==> src/rtl/crc_eng_pkg.sv <==
package crc_eng_pkg;

    localparam int CRC_MAX_W = 32;
    localparam int CRC_CNT_W = $clog2(CRC_MAX_W + 1);

    typedef enum logic [1:0] {
        POLY_C12   = 2'd0,
        POLY_C16   = 2'd1,
        POLY_CCITT = 2'd2,
        POLY_C32   = 2'd3
    } poly_sel_e;

    typedef enum logic [1:0] {
        FR_IDLE   = 2'd0,
        FR_DATA   = 2'd1,
        FR_APPEND = 2'd2
    } frame_st_e;

    typedef struct packed {
        logic [CRC_MAX_W-1:0] taps;
        logic [CRC_MAX_W-1:0] mask;
        logic [CRC_CNT_W-1:0] width;
    } poly_cfg_t;

    // Bits [w-1:0] set.
    function automatic logic [CRC_MAX_W-1:0] width_mask(input logic [CRC_CNT_W-1:0] w);
        logic [CRC_MAX_W-1:0] m;
        for (int i = 0; i < CRC_MAX_W; i++) begin
            m[i] = (i < int'(w));
        end
        return m;
    endfunction

    // Taps hold the divisor without its leading term.
    function automatic poly_cfg_t poly_lookup(input poly_sel_e sel);
        poly_cfg_t c;
        c.taps  = '0;
        c.width = '0;
        unique case (sel)
            POLY_C12: begin
                c.taps  = 32'h0000_080F;
                c.width = CRC_CNT_W'(12);
            end
            POLY_C16: begin
                c.taps  = 32'h0000_8005;
                c.width = CRC_CNT_W'(16);
            end
            POLY_CCITT: begin
                c.taps  = 32'h0000_1021;
                c.width = CRC_CNT_W'(16);
            end
            default: begin
                c.taps  = 32'h04C1_1DB7;
                c.width = CRC_CNT_W'(32);
            end
        endcase
        c.mask = width_mask(c.width);
        return c;
    endfunction

    // Top active bit of the register for the given mask.
    function automatic logic msb_pick(input logic [CRC_MAX_W-1:0] r,
                                      input logic [CRC_MAX_W-1:0] m);
        return |(r & (m ^ (m >> 1)));
    endfunction

    // One division step: shift in a bit, subtract the divisor if the top falls out as 1.
    function automatic logic [CRC_MAX_W-1:0] lfsr_step(input logic [CRC_MAX_W-1:0] r,
                                                       input logic b,
                                                       input poly_cfg_t c);
        logic fb;
        fb = msb_pick(r, c.mask) ^ b;
        return ((r << 1) ^ (fb ? c.taps : '0)) & c.mask;
    endfunction

endpackage

==> src/rtl/crc_poly_latch.sv <==
module crc_poly_latch
    import crc_eng_pkg::*;
(
    input  logic      clk,
    input  logic      rst,
    input  logic      load,
    input  poly_sel_e sel_in,
    input  logic      mode_in,
    output poly_cfg_t cfg_eff,
    output logic      rx_eff
);

    poly_sel_e sel_q;
    logic      mode_q;

    always_ff @(posedge clk) begin
        if (rst) begin
            sel_q  <= POLY_C12;
            mode_q <= 1'b0;
        end else if (load) begin
            sel_q  <= sel_in;
            mode_q <= mode_in;
        end
    end

    // In the start cycle the fresh selection applies at once.
    always_comb begin
        cfg_eff = poly_lookup(load ? sel_in : sel_q);
        rx_eff  = load ? mode_in : mode_q;
    end

endmodule

==> src/rtl/crc_lfsr_core.sv <==
module crc_lfsr_core
    import crc_eng_pkg::*;
(
    input  logic                 clk,
    input  logic                 rst,
    input  logic                 clear,
    input  logic                 shift_en,
    input  logic                 shift_bit,
    input  logic                 append_en,
    input  poly_cfg_t            cfg,
    output logic [CRC_MAX_W-1:0] rem_nx,
    output logic                 top_bit
);

    logic [CRC_MAX_W-1:0] rem_q;
    logic [CRC_MAX_W-1:0] base;

    always_comb begin
        base   = clear ? '0 : rem_q;
        rem_nx = base;
        if (shift_en) begin
            rem_nx = lfsr_step(base, shift_bit, cfg);
        end else if (append_en) begin
            // Feedback gated off: plain shift-out of the remainder.
            rem_nx = (rem_q << 1) & cfg.mask;
        end
    end

    always_ff @(posedge clk) begin
        if (rst) begin
            rem_q <= '0;
        end else begin
            rem_q <= rem_nx;
        end
    end

    assign top_bit = msb_pick(rem_q, cfg.mask);

endmodule

==> src/rtl/crc_frame_fsm.sv <==
module crc_frame_fsm
    import crc_eng_pkg::*;
(
    input  logic                 clk,
    input  logic                 rst,
    input  logic                 frame_start,
    input  logic                 bit_valid,
    input  logic                 data_last,
    input  logic                 rx_eff,
    input  logic [CRC_CNT_W-1:0] width,
    output logic                 shift_en,
    output logic                 append_en,
    output logic                 chk_fire,
    output logic                 echo_fire,
    output logic                 idle
);

    frame_st_e            st_q, st_n;
    logic [CRC_CNT_W-1:0] cnt_q, cnt_n;
    logic                 take;
    logic                 close;

    always_comb begin
        take      = bit_valid && (frame_start || st_q == FR_DATA);
        close     = take && data_last;
        shift_en  = take;
        append_en = (st_q == FR_APPEND) && !frame_start;
        chk_fire  = close && rx_eff;
        echo_fire = take && !rx_eff;
        idle      = (st_q == FR_IDLE);
    end

    always_comb begin
        st_n  = st_q;
        cnt_n = cnt_q;
        if (st_q == FR_APPEND) begin
            cnt_n = cnt_q - CRC_CNT_W'(1);
            if (cnt_q == CRC_CNT_W'(1)) begin
                st_n = FR_IDLE;
            end
        end
        if (frame_start) begin
            st_n = FR_DATA;
        end
        if (close) begin
            if (rx_eff) begin
                st_n = FR_IDLE;
            end else begin
                st_n  = FR_APPEND;
                cnt_n = width;
            end
        end
    end

    always_ff @(posedge clk) begin
        if (rst) begin
            st_q  <= FR_IDLE;
            cnt_q <= '0;
        end else begin
            st_q  <= st_n;
            cnt_q <= cnt_n;
        end
    end

endmodule

==> src/rtl/crc_serial_engine.sv <==
module crc_serial_engine
    import crc_eng_pkg::*;
(
    input  logic       clk,
    input  logic       rst,
    input  logic       frame_start,
    input  logic       bit_valid,
    input  logic       bit_in,
    input  logic       data_last,
    input  logic [1:0] poly_sel,
    input  logic       mode_rx,
    output logic       ser_out,
    output logic       ser_valid,
    output logic       chk_done,
    output logic       crc_err
);

    poly_cfg_t            cfg_eff;
    logic                 rx_eff;
    logic [CRC_MAX_W-1:0] rem_nx;
    logic                 top_bit;
    logic                 shift_en;
    logic                 append_en;
    logic                 chk_fire;
    logic                 echo_fire;
    logic                 fsm_idle;
    logic [CRC_CNT_W-1:0] cfg_width;

    assign cfg_width = cfg_eff.width;

    crc_poly_latch u_sel (
        .clk     (clk),
        .rst     (rst),
        .load    (frame_start),
        .sel_in  (poly_sel_e'(poly_sel)),
        .mode_in (mode_rx),
        .cfg_eff (cfg_eff),
        .rx_eff  (rx_eff)
    );

    crc_frame_fsm u_fsm (
        .clk         (clk),
        .rst         (rst),
        .frame_start (frame_start),
        .bit_valid   (bit_valid),
        .data_last   (data_last),
        .rx_eff      (rx_eff),
        .width       (cfg_eff.width),
        .shift_en    (shift_en),
        .append_en   (append_en),
        .chk_fire    (chk_fire),
        .echo_fire   (echo_fire),
        .idle        (fsm_idle)
    );

    crc_lfsr_core u_core (
        .clk       (clk),
        .rst       (rst),
        .clear     (frame_start),
        .shift_en  (shift_en),
        .shift_bit (bit_in),
        .append_en (append_en),
        .cfg       (cfg_eff),
        .rem_nx    (rem_nx),
        .top_bit   (top_bit)
    );

    always_ff @(posedge clk) begin
        if (rst) begin
            ser_out   <= 1'b0;
            ser_valid <= 1'b0;
            chk_done  <= 1'b0;
            crc_err   <= 1'b0;
        end else begin
            ser_valid <= echo_fire | append_en;
            ser_out   <= echo_fire ? bit_in : (append_en & top_bit);
            chk_done  <= chk_fire;
            if (chk_fire) begin
                crc_err <= |rem_nx;
            end else if (frame_start) begin
                crc_err <= 1'b0;
            end
        end
    end

endmodule

==> config.mk <==
export PLATFORM = sky130hd
export DESIGN_NAME = crc_serial_engine
export DESIGN_NICKNAME = d
export VERILOG_FILES = /design/src/rtl/crc_eng_pkg.sv /design/src/rtl/crc_poly_latch.sv /design/src/rtl/crc_lfsr_core.sv /design/src/rtl/crc_frame_fsm.sv /design/src/rtl/crc_serial_engine.sv
export SDC_FILE = /design/constraint.sdc
export NUM_CORES = 1
export LEC_CHECK = 0
export ABC_CLOCK_PERIOD_IN_PS = 4300
export BUFFER_PORTS_ARGS = -buffer_cell sky130_fd_sc_hd__buf_2
export CAP_MARGIN = 20
export CORE_MARGIN = 2
export CORE_UTILIZATION = 60
export CTS_CLUSTER_SIZE = 14
export DETAILED_ROUTE_END_ITERATION = 6
export PLACE_DENSITY = 0.77
export SETUP_SLACK_MARGIN = 0.4
export SKIP_LAST_GASP = 1
export SLEW_MARGIN = 20
export SYNTH_ARGS = -nofsm -noshare
export SYNTH_HDL_FRONTEND = slang
export SYNTH_HIERARCHICAL = 1
export SYNTH_SLANG_ARGS = --single-unit
==> constraint.sdc <==
create_clock -name clk -period 4.3 [get_ports clk]
set_input_delay 0 -clock clk [delete_from_list [all_inputs] [get_ports clk]]
set_output_delay 0 -clock clk [all_outputs]
set_load 0.01 [all_outputs]
# After elaboration in Yosys (flattened, before gate mapping)
# Index checks and enable logic that the tools add are counted.
# W data, S select, Z words.
[classes]
n_mux = 19
order_cmp = 32
n_shift = 0
n_mul = 0
add_sub_neg = 1
n_div = 0
n_eq_ne = 5
reduce_logical = 17
n_bitwise = 9
[ops]
columns = ["operator", "n"]
rows = [
  ["$and A32 B32 Y32", 4],
  ["$lt A5 B6 Y1 const A", 16],
  ["$mux W32", 3],
  ["$reduce_or A32 Y1", 3],
  ["$pmux W27 S3", 1],
  ["$lt A4 B6 Y1 const A", 8],
  ["$xor A32 B31 Y32", 1],
  ["$xor A32 B32 Y32", 1],
  ["$mux W27", 1],
  ["$lt A3 B6 Y1 const A", 4],
  ["$mux W6", 3],
  ["$lt A1 B6 Y1 const A", 2],
  ["$lt A2 B6 Y1 const A", 2],
  ["$mux W2", 6],
  ["$pmux W6 S2", 1],
  ["$eq A6 B1 Y1 const B", 1],
  ["$reduce_bool A3 Y1", 2],
  ["$sub A6 B1 Y6 const B", 1],
  ["$logic_and A1 B1 Y1", 5],
  ["$eq A2 B1 Y1 const B", 2],
  ["$eq A2 B2 Y1 const B", 2],
  ["$mux W1", 4],
  ["$logic_not A1 Y1", 2],
  ["$logic_not A2 Y1", 1],
  ["other kinds (7)", 7],
]
[word_totals]
output_inout_bits = 4
reg_bits = 47
romBits = 0
ramBits = 0
mem_count = 0
latchBits = 0

# Logic depth before layout (Yosys ltp)
# Gate-level depths: netlist of run 1.
[depth]
depth_word = 15
mapped_depth = 16
depth_no_buf = 14

# Hierarchy
# The synthesis of run 1 kept the hierarchy.
[modules_own_cells]
columns = ["mod", "seq_area_each_um2", "area_per_inst_um2", "cells_each", "n_inst"]
rows = [
  ["crc_lfsr_core", 640.6, 2961.6, 434, 1],
  ["crc_poly_latch", 60.1, 669.4, 83, 1],
  ["crc_frame_fsm", 160.2, 462.9, 53, 1],
  ["crc_serial_engine", 80.1, 201.4, 23, 1],
]

# Worst setup path after synthesis of run 1
# OpenSTA, ideal clock, no wires.
[synth_path]
kind = "flip-flop to flip-flop"
from = "register u_sel.sel_q[1]"
to = "register crc_err"
path_slack_ns = 0.748
setup_ns = 0.126
stages_incl_launch_ff = 17
arrival_time_ns = 3.425
path_cell_list = "dfxtp_1 mux2i_1 inv_1 ha_1 buf_4 xor2_1 a22oi_1 nand4_1 nor4_2 a41o_2 xnor2_4 buf_6 a211o_1 nand3_1 nor4_1 and4_1 a31oi_1"
[synth_lines]
columns = ["element", "line_no", "source"]
rows = [
  ["start, declared", "crc_poly_latch.sv:13", "poly_sel_e sel_q;"],
  ["start signal, assigned", "crc_poly_latch.sv:21", "sel_q <= sel_in;"],
  ["end signal, assigned", "crc_serial_engine.sv:79", "crc_err <= |rem_nx;"],
  ["end, declared", "crc_serial_engine.sv:15", "output logic crc_err"],
]

==> impl_summary.md, run 1 <==
Status
The final reports fail on DRC. The run finished, with violations left.

Detailed routing
The wire length after detailed routing is between 10000 and 15000 um. After the first detailed-routing iteration, the DRC count stood at between 600 and 700. The average vias per placed instance is 6.56.

After detailed routing, the average wire length per cell comes to roughly 18 um. The count of antenna-violating nets left after detailed routing is 0. The vias after detailed routing is ~4300. In the routed design, unresolved DRC markers number 1. The number of search-and-repair iterations in the first detailed-routing pass is 7.

Setup path
The launch point of the worst path is u_sel/sel_q[1]. The reg-to-reg startpoint is u_sel/sel_q[1]. The critical path in this run is classified as flop to flop. The register-to-register path setup slack is 500 ps.

The required time of the critical path is between 4000 and 5000 ps. The number of cells traversed by the worst register-to-register path is 16. The number of cells on the critical path is 16. The cell occurring most often along the worst timing path is sky130_fd_sc_hd__buf_12.

For this run, the slowest stage of the critical path takes 340 ps. STA puts the critical path data arrival time at between 3000 and 4000 ps. The largest fanout of any net on the critical path is 14. The worst register-to-register path ends at crc_err. Walking the worst path, the cells encountered are mux2i_4 -> ha_4 -> nand2b_4 -> buf_12 -> xor2_1 -> a22oi_1 -> nand4_1 -> nor4_2 -> a41o_2 -> xnor2_4 -> buf_12 -> a211o_1 -> nand3_1 -> nor4_1 -> and4_1 -> a31oi_1. The worst setup path is launched from a flop. The worst setup path is captured at a flop.

Following the worst setup path forward leads to its endpoint at crc_err. On the critical path, the stage with the largest delay is an instance of sky130_fd_sc_hd__dfxtp_1. The cell family contributing the most delay on the critical path is simple AND/OR/NAND/NOR gates. The number of buffers and inverters on the critical path is 2.

Placed design
The number of buffers added on ports is 12. The weighted congestion at the end of routability-driven global placement is 0.845. Detailed placement finished with a half-perimeter wire length of roughly 7000 um. The total cell area at the placement stage is 0.00406 mm^2. The worst-case setup slack after placement is 166 ps.

Clock network
The number of sinks driven by the clock tree is 47. The CTS tree is yes. For the worst-skew pair, the clock arrives at the later sink with an insertion delay of about 330 ps. The maximum root-to-sink buffer count is 2. The TritonCTS buffer count is 5. The H-tree was split into 2 levels.

The clock edge transition at the registers on the reported setup and hold paths is approximately 110 ps. The master cell of the clock root buffer is sky130_fd_sc_hd__clkbuf_8.

Worst hold path
The min-delay analysis places its worst path in the category input port to flop.

Final layout
The library cells used most frequently in the layout, excluding fill and tap cells, are 72 x sky130_fd_sc_hd__nand3_1, 62 x sky130_fd_sc_hd__nand2_1, 51 x sky130_fd_sc_hd__a31oi_1, 47 x sky130_fd_sc_hd__dfxtp_1, 36 x sky130_fd_sc_hd__nor2_1. The cell area after layout is 0.00442 mm^2. The share of final-layout standard cells stronger than drive strength 1 is 14.1%. The post-synthesis to final-layout area growth is 2.94%. Measured on the finished design, the core utilization comes to about 64%.

The commonest non-fill, non-tap cell in the layout is sky130_fd_sc_hd__nand3_1. 0 antenna diodes ended up in the layout. The number of nets in the layout is roughly 580.

Power
The proportion of power drawn by combinational gates is approximately a third. For this design the static power due to leakage is between 1.5 and 2 nW. The clock power share is a little over a quarter. For this design the total switching power over the nets is between 0.4 and 0.5 mW.

Power spread over the standard cell area amounts to around 250 mW/mm^2. Cell internal power was estimated by the tool at between 0.7 and 0.8 mW. Net switching is 36.6% of the power. The sequential fraction of design power is between 40% and 50%. The largest vdd supply drop is 190 uV.

STA
The smallest clock period supported by the final layout is computed as roughly 3800 ps. Setup repair after global routing left no endpoint under its margin. Hold is met by between 30 and 40 ps. The post-route fraction of the period consumed by the critical path is 88.4%. The final critical-path setup slack is about 500 ps.

The number of hold violations in the final report is 0. The number of slew-limit violations in the final report was 0. At the pin with the least slew margin, the transition time is just over 1000 ps. Setup violations remaining at the end of the flow were counted as 0. The sum of negative setup slack is 0 ps. Clock skew on the completed layout was measured at between 15 and 20 ps. For this run, the top clock speed supported by timing is approximately 260 MHz.

Measured against its own limit, the worst slew margin works out to a little under a third.

GRT
The wire length of the first global-routing pass is 17500 um. The number of global-route vias before repair is 3640. Global routing used between 20% and 30% of the available tracks across all layers. The pin count of the biggest net entering global routing is between 50 and 60. The number of antenna violations at the first check in global routing is 0. The overflow left after global routing is 0.

Die
Once the floorplan was initialized, standard cells occupied 62.5% of the core. The area enclosed by the die boundary is 0.00785 mm^2. The floorplan step set the die width to a little under 90 um. The die is slightly below 90 um tall. After floorplanning, the core was sized to cover about 0.0069 mm^2. The number of core rows is 30.

During I/O placement, the number of pins put on the boundary was 13.

Run
The max capacitance violation total is 0.

Synth
The mapped cell area is between 0.004 and 0.005 mm^2. A synthesized cell averages a little over 7 um^2. Synthesis produced a netlist whose cell count is 592. For this run, the number of Yosys warnings is 6.
area by class of cell:
| class | count | area (um^2) |
|---|---|---|
| timing repair buffer | 34 | 332 |
| multi-input combinational | 462 | 2890 |
| clock inverter | 3 | 25.0 |
| inverter | 10 | 41.3 |
| clock buffer | 5 | 68.8 |
| sequential | 47 | 941 |
| tap | 96 | 120 |
| fill | 592 | 2450 |
worst min-delay path, cell delays in order:
cell and delay (ps):
sky130_fd_sc_hd__buf_2 80, sky130_fd_sc_hd__mux2_4 140, sky130_fd_sc_hd__nor2b_4 120
flip-flops by register name, indices dropped and copies added, names as in the netlist:
name	count
u_core/rem_q	32
u_fsm/cnt_q	6
u_fsm/st_q	2
u_sel/sel_q	2
chk_done	1
crc_err	1
ser_out	1
ser_valid	1
u_sel/mode_q	1
power by group through the flow:
stage / Sequential, mW / Clock, mW / Combinational (mW)
6_report: 0.464 / 0.297 / 0.353
3_5_place_dp: 0.472 / 0 / 0.280
5_1_grt: 0.465 / 0.317 / 0.376
4_1_cts: 0.463 / 0.301 / 0.294
2_1_floorplan: 0.469 / 0 / 0.268
3_3_place_gp: 0.472 / 0 / 0.271
metal layers:
metal	vias up	track usage (%)	part of all wire [%]
met1	2007	39.6	41
met2	263	46.1	47
met3	35	3.64	9.4
met5	-	0	0
li1	2002	-	-
met4	0	8.13	2.5
timing repair:
item | in CTS | in global routing
hold endpoints to repair | 2 | 0
setup endpoints to repair | 1 | 1
resized for setup | 4 | 7
cloned | 1 | 4
setup buffers | 2 | 5
hold buffers | 2 | 0
pin swaps | 3 | 3
worst min-delay path by stage:
stage                     cells after the start              to  slack, ps   startpoint
after floorplan                               1    u_sel/mode_q         60          rst
after global placement                        2   u_fsm/st_q[0]        210    data_last
after global routing                          3    u_sel/mode_q         40      mode_rx
after CTS                                     3  u_sel/sel_q[1]          9  poly_sel[1]
after detailed placement                      2   u_fsm/st_q[0]        220    data_last
final                                         3    u_sel/mode_q         30      mode_rx
metrics by stage:
step,total power [mW],instances
finish,1.11,657
global placement,0.743,635
detailed placement,0.752,635
CTS,1.06,648
global route,1.16,657
floorplan,0.736,609
Note: power is estimated with default switching activity, not from simulation.
==> inputs of run 2 (changes only) <==
--- a/config.mk
+++ b/config.mk
@@ -5,14 +5,18 @@
 export SDC_FILE = /design/constraint.sdc
 export NUM_CORES = 1
 export LEC_CHECK = 0
+export ABC_AREA = 1
 export ABC_CLOCK_PERIOD_IN_PS = 4300
 export BUFFER_PORTS_ARGS = -buffer_cell sky130_fd_sc_hd__buf_2
 export CAP_MARGIN = 20
+export CELL_PAD_IN_SITES_DETAIL_PLACEMENT = 1
+export CELL_PAD_IN_SITES_GLOBAL_PLACEMENT = 2
 export CORE_MARGIN = 2
-export CORE_UTILIZATION = 60
+export CORE_UTILIZATION = 34
+export CTS_CLUSTER_DIAMETER = 50
 export CTS_CLUSTER_SIZE = 14
 export DETAILED_ROUTE_END_ITERATION = 6
-export PLACE_DENSITY = 0.77
+export PLACE_DENSITY_LB_ADDON = 0.1
 export SETUP_SLACK_MARGIN = 0.4
 export SKIP_LAST_GASP = 1
 export SLEW_MARGIN = 20
==> run 2 against run 1 <==
- the flow now finishes without violations
- largest power group is now the clock network
- utilization shrank 29 points
- maximum frequency is 7.7% higher
- via count rose by 20%
==> impl_summary.md, run 2 <==
Status
Outcome: finished clean (was complete, but fails checks).

Die
The top-level I/O count came to 13 (unchanged). The y dimension of the die is 124 um (was 88.6 um). The number of core rows was 44 (was 30). The area inside the core boundary came to 0.0144 mm^2 (was 0.00687 mm^2). The width of the die came to 124 um (was 88.6 um). The area enclosed by the die boundary is 0.0155 mm^2 (was 0.00785 mm^2). The initial cell density of the core came to 34.4% (was 62.5%).

Placed design
The total cell area at the placement stage came to 0.00480 mm^2 (was 0.00406 mm^2). The HPWL reported at the end of detailed placement is 11300 um (was 6970 um). The number of cells after detailed placement is 1014 (was 635). The number of buffers added on ports is 12 (unchanged). The weighted congestion at the end of routability-driven global placement is 0.806 (was 0.845). The worst-case setup slack after placement is 243 ps (was 166 ps).

Final layout
The cell area after layout is 0.00501 mm^2 (was 0.00442 mm^2). The antenna diode count is 0 (unchanged). The number of nets in the layout is 855 (was 576).

The register with the most flip-flops is u_core/rem_q (unchanged). The core occupancy in the finished layout came to 34.9% (was 64.3%). The share of final-layout standard cells stronger than drive strength 1 is 5.95% (was 14.1%). The commonest non-fill, non-tap cell in the layout is sky130_fd_sc_hd__nand2_1 (was sky130_fd_sc_hd__nand3_1). The flip-flop count of the largest register, all copies and words added is 32 (unchanged). Registers with the most flip-flops: u_core/rem_q: 32 flops, u_fsm/cnt_q: 6 flops (unchanged). The number of non-filler instances in the completed layout is 1024 (was 657). Commonest non-fill, non-tap cells in the layout: 224 x sky130_fd_sc_hd__nand2_1, 163 x sky130_fd_sc_hd__inv_1, 121 x sky130_fd_sc_hd__nand3_1, 85 x sky130_fd_sc_hd__nor2_1, 47 x sky130_fd_sc_hd__dfxtp_1 (was 72 x sky130_fd_sc_hd__nand3_1, 62 x sky130_fd_sc_hd__nand2_1, 51 x sky130_fd_sc_hd__a31oi_1, 47 x sky130_fd_sc_hd__dfxtp_1, 36 x sky130_fd_sc_hd__nor2_1). The post-synthesis to final-layout area growth is 1.52% (was 2.94%).

GRT
The number of antenna violations at the first check in global routing came to 0 (unchanged). The overflow left after global routing is 0 (unchanged). The pin count of the biggest net entering global routing came to 68 (was 59). The routing usage on met1 is 26.3% (was 39.6%). The overall routing resource usage is 20.6% (was 28.4%). The wire length of the first global-routing pass is 26100 um (was 17500 um).

The met2 routing resource usage after global routing came to 37.4% (was 46.1%). The number of global-route vias before repair came to 5268 (was 3640). The most utilized layer in the global route result is met2 (unchanged). The met3 layer usage reported by global route is 2.15% (was 3.64%).

Clock network
The H-tree depth is 2 (unchanged). The master cell of the clock root buffer was sky130_fd_sc_hd__clkbuf_16 (was sky130_fd_sc_hd__clkbuf_8). The maximum root-to-sink buffer count was 2 (unchanged). The clock edge transition at the registers on the reported setup and hold paths is 80 ps (was 110 ps).

The clock latency on the worst-skew pair was 310 ps (was 330 ps). The number of sinks driven by the clock tree is 47 (unchanged). The TritonCTS buffer count was 5 (unchanged). The CTS tree is yes (unchanged).

Setup path
The largest fanout of any net on the critical path is 35 (was 14). The register-to-register path setup slack is 770 ps (was 500 ps). The end of the worst register-to-register path is crc_err (unchanged).

The arrival time of data at the critical path endpoint was 3740 ps (was 3990 ps). The number of cells traversed by the worst register-to-register path is 25 (was 16). The reg-to-reg startpoint was u_sel/sel_q[1] (unchanged).

The worst setup path category was flop to flop (unchanged). The startpoint kind of the worst setup timing path is a flop (unchanged). The endpoint class of the critical path is a flop (unchanged).

The required time of the critical path came to 4510 ps (was 4490 ps).

Power
The net switching power figure came to 0.522 mW (was 0.408 mW). The largest vdd supply drop was 150 uV (was 190 uV). The switching part of the total power was 38.3% (was 36.6%). The proportion of power drawn by combinational gates is 29.7% (was 31.7%). The total chip power is 1.36 mW (was 1.11 mW).

The clock power share came to 36.4% (was 26.7%). The cell-internal power is 0.842 mW (was 0.706 mW). The total power density per cell area is 272 mW/mm^2 (was 252 mW/mm^2).

The cell leakage power is 2.68 nW (was 1.80 nW). The sequential fraction of design power is 33.9% (was 41.7%).

Synth
The average instance area after synthesis was 5.61 um^2 (was 7.25 um^2). The synthesized netlist cell count is 880 (was 592). The number of warnings printed during yosys synthesis is 6 (unchanged).

The mapped cell area is 0.00494 mm^2 (was 0.00429 mm^2).

Detailed routing
The vias after detailed routing is 5185 (was 4307). The routed length per instance is 15.8 um (was 17.8 um). The residual DRC count is 0 (was 1). The average vias per placed instance is 5.06 (was 6.56).

The detailed router's first-iteration violation count came to 242 (was 614). The wire length after detailed routing is 16100 um (was 11700 um). The number of search-and-repair iterations in the first detailed-routing pass is 4 (was 7). The count of antenna-violating nets left after detailed routing is 0 (unchanged).

Worst hold path
The launch instance of the worst min-delay path is bit_valid (was mode_rx). The number of instances on the worst hold path was 4 (was 3). The destination of the worst hold path is u_fsm/st_q[0] (was u_sel/mode_q). The class of the tightest hold or removal check is input port to flop (unchanged).

STA
Unrepaired setup endpoints after global routing: no (unchanged). The number of slew-limit violations in the final report is 0 (unchanged). The transition time at the pin with the least slew margin is 997 ps (was 1020 ps). The maximum achievable frequency is 283 MHz (was 263 MHz). The number of hold violations in the final report came to 0 (unchanged). The post-route fraction of the period consumed by the critical path is 82.1% (was 88.4%). The sum of negative setup slack was 0 ps (unchanged). The number of setup violations in the final report is 0 (unchanged). The final critical-path setup slack is 770 ps (was 499 ps). The maximum clock skew at final layout is 10.5 ps (was 19.2 ps). The final-layout worst hold slack is 21.6 ps (was 31.3 ps). The normalized max-slew margin is 33.5% (was 31.7%). The minimum clock period after layout is 3530 ps (was 3800 ps).

Run
The max capacitance violation total was 0 (unchanged).
-- run 2: power groups by stage --
stage	Sequential [mW]	Clock, mW	Combinational, mW
after global routing	0.465	0.523	0.460
after detailed placement	0.473	0	0.397
final	0.463	0.497	0.405
after CTS	0.463	0.511	0.398
after global placement	0.473	0	0.384
after floorplan	0.470	0	0.343
-- run 2: repair_timing --
action | in CTS | in global routing
endpoints found under the setup margin | 1 | 1
buffers inserted | 0 | 1
hold buffers | 0 | 0
resized for setup | 1 | 2
cloned | 0 | 1
pin swaps | 0 | 2
-- run 2: layout make-up --
class / count / area [um^2]
Clock buffer: 5 / 125
Clock inverter: 3 / 47.5
Fill cell: 2008 / 9360
Inverter: 164 / 616
Multi-Input combinational cell: 597 / 2890
Sequential cell: 47 / 941
Tap cell: 184 / 230
Timing Repair Buffer: 24 / 166
-- run 2: worst max-delay path, stage by stage (launching register included) --
cell and delay [ps]:
sky130_fd_sc_hd__dfxtp_1 300, sky130_fd_sc_hd__inv_1 40, sky130_fd_sc_hd__nand2_1 50, sky130_fd_sc_hd__nand2_2 130, sky130_fd_sc_hd__inv_1 160, sky130_fd_sc_hd__ha_4 320, sky130_fd_sc_hd__buf_12 220, sky130_fd_sc_hd__inv_1 80
sky130_fd_sc_hd__nand2_1 70, sky130_fd_sc_hd__nand3_1 80, sky130_fd_sc_hd__nand2_1 50, sky130_fd_sc_hd__nor2_1 120, sky130_fd_sc_hd__nand2_1 110, sky130_fd_sc_hd__nor2_2 180, sky130_fd_sc_hd__nand2_1 90, sky130_fd_sc_hd__nand2_2 180
sky130_fd_sc_hd__buf_4 310, sky130_fd_sc_hd__nand4_1 130, sky130_fd_sc_hd__nand3_1 130, sky130_fd_sc_hd__nand2_1 60, sky130_fd_sc_hd__nor2_1 100, sky130_fd_sc_hd__nand2_1 60, sky130_fd_sc_hd__nor2_1 190, sky130_fd_sc_hd__nand3_1 110
sky130_fd_sc_hd__nor2_1 90, sky130_fd_sc_hd__nor2_1 40
-- run 2: worst max-delay path by stage --
| stage | start | endpoint | slack (ps) | cells past startpoint |
|---|---|---|---|---|
| final | u_sel/sel_q[1] | crc_err | 770 | 25 |
| after global routing | u_sel/sel_q[1] | crc_err | 400 | 25 |
| after CTS | u_sel/sel_q[1] | crc_err | 440 | 23 |
| after detailed placement | u_sel/sel_q[0] | crc_err | 240 | 23 |
| after global placement | u_sel/sel_q[1] | crc_err | 410 | 23 |
| after floorplan | u_sel/sel_q[1] | crc_err | 1340 | 24 |
-- run 2: routing by layer --
metal / part of all wire (%) / vias up
li1: - / 2671
met1: 47 / 2467
met2: 50 / 43
met3: 2.2 / 4
met4: 0.47 / 0
met5: 0 / -
==> inputs of run 3 (changes only) <==
--- a/config.mk
+++ b/config.mk
@@ -6,7 +6,7 @@
 export NUM_CORES = 1
 export LEC_CHECK = 0
 export ABC_AREA = 1
-export ABC_CLOCK_PERIOD_IN_PS = 4300
+export ABC_CLOCK_PERIOD_IN_PS = 3580
 export BUFFER_PORTS_ARGS = -buffer_cell sky130_fd_sc_hd__buf_2
 export CAP_MARGIN = 20
 export CELL_PAD_IN_SITES_DETAIL_PLACEMENT = 1
==> constraint.sdc (replaced) <==
create_clock -name clk -period 3.58 [get_ports clk]
set_input_delay 0 -clock clk [delete_from_list [all_inputs] [get_ports clk]]
set_output_delay 0 -clock clk [all_outputs]
set_load 0.01 [all_outputs]
==> run 3 against run 2 <==
- sequential power rose by 20%
- hold slack got worse by 13 ps
- first-iteration DRC count fell by 12%
- largest cell class unchanged
- critical path depth rose by 2
- utilization rose by 6.4 points
==> impl_summary.md, run 3 (synthesized netlist as in run 2, its figures left out) <==
Status
Outcome: finished clean (unchanged).

Final layout
Commonest non-fill, non-tap cells in the layout: 196 x sky130_fd_sc_hd__nand2_1, 139 x sky130_fd_sc_hd__inv_1, 105 x sky130_fd_sc_hd__nand3_1, 76 x sky130_fd_sc_hd__nor2_1, 46 x sky130_fd_sc_hd__dfxtp_1 (was 224 x sky130_fd_sc_hd__nand2_1, 163 x sky130_fd_sc_hd__inv_1, 121 x sky130_fd_sc_hd__nand3_1, 85 x sky130_fd_sc_hd__nor2_1, 47 x sky130_fd_sc_hd__dfxtp_1). The commonest non-fill, non-tap cell in the layout was sky130_fd_sc_hd__nand2_1 (unchanged). The antenna diode count came to 0 (unchanged). Registers with the most flip-flops: u_core/rem_q: 32 flops, u_fsm/cnt_q: 6 flops (unchanged).

The register with the most flip-flops is u_core/rem_q (unchanged). The number of non-filler instances in the completed layout is 1068 (was 1024). The number of nets in the layout is 899 (was 855).

The flip-flop count of the largest register, all copies and words added is 32 (unchanged). The filler cell count is 1947 (was 2008). The share of final-layout standard cells stronger than drive strength 1 is 19.8% (was 5.95%).

The post-synthesis to final-layout area growth came to 20.2% (was 1.52%). The cell area after layout is 0.00593 mm^2 (was 0.00501 mm^2).

Placed design
The number of cells after detailed placement is 1022 (was 1014). The total cell area at the placement stage was 0.00491 mm^2 (was 0.00480 mm^2). The number of buffers added on ports was 12 (unchanged).

The weighted congestion at the end of routability-driven global placement is 0.779 (was 0.806). The HPWL reported at the end of detailed placement came to 11500 um (was 11300 um).

GRT
The number of global-route vias before repair is 5481 (was 5268). The overflow left after global routing is 0 (unchanged). The number of antenna violations at the first check in global routing came to 0 (unchanged).

The pin count of the biggest net entering global routing came to 45 (was 68). The wire length of the first global-routing pass is 27400 um (was 26100 um). The overall routing resource usage is 21.4% (was 20.6%).

STA
The maximum achievable frequency is 311 MHz (was 283 MHz). The number of hold violations in the final report is 0 (unchanged). The post-route fraction of the period consumed by the critical path was 89.7% (was 82.1%).

The transition time at the pin with the least slew margin is 961 ps (was 997 ps). The minimum clock period after layout is 3210 ps (was 3530 ps). The normalized max-slew margin is 35.8% (was 33.5%). The number of setup violations in the final report is 0 (unchanged). Unrepaired setup endpoints after global routing: yes (was no). The number of slew-limit violations in the final report is 0 (unchanged). The maximum clock skew at final layout was 10.2 ps (was 10.5 ps).

The sum of negative setup slack is 0 ps (unchanged). The final-layout worst hold slack is 8.09 ps (was 21.6 ps).

Power
The cell-internal power is 1.15 mW (was 0.842 mW). The proportion of power drawn by combinational gates is 38.1% (was 29.7%). The clock power share is 31.9% (was 36.4%).

The total chip power is 1.86 mW (was 1.36 mW). The sequential fraction of design power came to 30.0% (was 33.9%). The largest vdd supply drop came to 195 uV (was 150 uV). The switching part of the total power is 38.2% (was 38.3%). The net switching power figure is 0.709 mW (was 0.522 mW). The cell leakage power is 3.06 nW (was 2.68 nW). The total power density per cell area came to 313 mW/mm^2 (was 272 mW/mm^2).

Clock network
The clock latency on the worst-skew pair came to 310 ps (about the same). The maximum root-to-sink buffer count was 2 (unchanged). The number of sinks driven by the clock tree is 47 (unchanged).

The clock edge transition at the registers on the reported setup and hold paths was 80 ps (about the same). The TritonCTS buffer count is 5 (unchanged). The CTS tree is yes (unchanged). The master cell of the clock root buffer was sky130_fd_sc_hd__clkbuf_16 (unchanged).

The count of hold-fix buffers inserted at cts is 0 (unchanged). The H-tree depth is 2 (unchanged).

Worst hold path
The class of the tightest hold or removal check is input port to flop (unchanged).

Detailed routing
The count of antenna-violating nets left after detailed routing is 0 (unchanged). The average vias per placed instance is 5.18 (was 5.06). The detailed router's first-iteration violation count is 214 (was 242). The routed length per instance is 17.0 um (was 15.8 um). The wire length after detailed routing is 18200 um (was 16100 um). The residual DRC count is 0 (unchanged). The vias after detailed routing is 5530 (was 5185). The number of search-and-repair iterations in the first detailed-routing pass is 4 (unchanged).

Setup path
The number of cells on the critical path is 27 (was 25). The arrival time of data at the critical path endpoint is 3420 ps (was 3740 ps). The end point of the critical path is crc_err (unchanged).

The startpoint kind of the worst setup timing path was a flop (unchanged). The cell type of the slowest stage on the worst timing path was sky130_fd_sc_hd__dfxtp_2 (was sky130_fd_sc_hd__ha_4). The longest individual stage delay on the worst path is 340 ps (was 320 ps). The endpoint class of the critical path was a flop (unchanged). The launch point of the worst path is u_sel/sel_q[0] (was u_sel/sel_q[1]). The register-to-register path setup slack is 370 ps (was 770 ps). The largest fanout of any net on the critical path is 9 (was 35). The number of cells traversed by the worst register-to-register path is 27 (was 25). The reg-to-reg startpoint was u_sel/sel_q[0] (was u_sel/sel_q[1]). The family of cells with the greatest summed delay on the critical path is simple AND/OR/NAND/NOR gates (unchanged). The required time of the critical path is 3790 ps (was 4510 ps). The count of buffer and inverter cells on the critical path is 5 (unchanged). The end of the worst register-to-register path is crc_err (unchanged). The worst setup path category is flop to flop (unchanged). The cell occurring most often along the worst timing path is sky130_fd_sc_hd__nand2_2 (was sky130_fd_sc_hd__nand2_1).

Die
The initial cell density of the core is 34.4% (unchanged). The y dimension of the die is 124 um (unchanged). The area enclosed by the die boundary came to 0.0155 mm^2 (unchanged). The width of the die came to 124 um (unchanged). The number of core rows is 44 (unchanged).

The top-level I/O count is 13 (unchanged). The area inside the core boundary was 0.0144 mm^2 (unchanged).

Run
The max capacitance violation total is 0 (unchanged).
-- run 3: cell types whose count changed in the layout (fill, tap and decap cells not counted), sizes merged --
cell and change:
clkbuf +9, bufbuf +1, clkinv +2, inv -3, or2 +1, clkinvlp +1, buf +33
-- run 3: how the worst min path moves through the flow --
stage                         start        endpoint  slack (ps)  cells after the start
final                       mode_rx    u_sel/mode_q           8                      5
after global routing      bit_valid   u_fsm/st_q[0]          50                      4
after CTS                   mode_rx    u_sel/mode_q          20                      5
after detailed placement  bit_valid   u_fsm/st_q[0]         350                      4
after global placement      mode_rx    u_sel/mode_q         310                      5
after floorplan                 rst  u_sel/sel_q[0]          70                      1
-- run 3: layout make-up --
type                       count  area, um^2  area share [%]
clock inverter                 3        46.3           0.780
clock buffer                   5         125            2.11
inverter                     164         671            11.3
tap                          184         230            3.88
timing repair buffer          67         772            13.0
multi-input combinational    598        3150            53.0
sequential                    47         942            15.9
-- run 3: power groups by stage --
| stage | clock network [mW] | registers [mW] | logic, mW |
|---|---|---|---|
| after detailed placement | 0 | 0.568 | 0.501 |
| after global placement | 0 | 0.567 | 0.484 |
| after global routing | 0.624 | 0.559 | 0.778 |
| final | 0.592 | 0.556 | 0.707 |
| after CTS | 0.604 | 0.556 | 0.524 |
| after floorplan | 0 | 0.564 | 0.412 |
-- run 3: worst min-delay path, stage by stage --
cell and delay, ps:
sky130_fd_sc_hd__buf_2 70, sky130_fd_sc_hd__inv_1 30, sky130_fd_sc_hd__nand2_1 40, sky130_fd_sc_hd__nand2_1 60, sky130_fd_sc_hd__nor2_1 80
-- run 3: repair_timing --
item                       in CTS  in global routing
gates cloned                    2                 11
setup buffers                   4                 21
setup endpoints to repair       1                  1
pin swaps                       1                 46
resized for setup               3                128
-- run 3: routing by layer --
metal  track usage (%)  vias to the layer above  part of all wire, %
li1                  -                     2759                    -
met1              26.7                     2676                   45
met2              38.7                       71                   50
met3              2.96                       24                  2.8
met4              4.96                        0                  1.7
met5                 0                        -                    0
-- run 3: per-stage QoR --
| stage | setup slack (ps) | util (%) |
|---|---|---|
| finish | 368 | 41.3 |
| global route | 146 | 41.3 |
| CTS | 409 | 35.9 |
| detailed placement | 146 | 34.2 |
| global placement | 261 | 34.2 |
| floorplan | 623 | - |
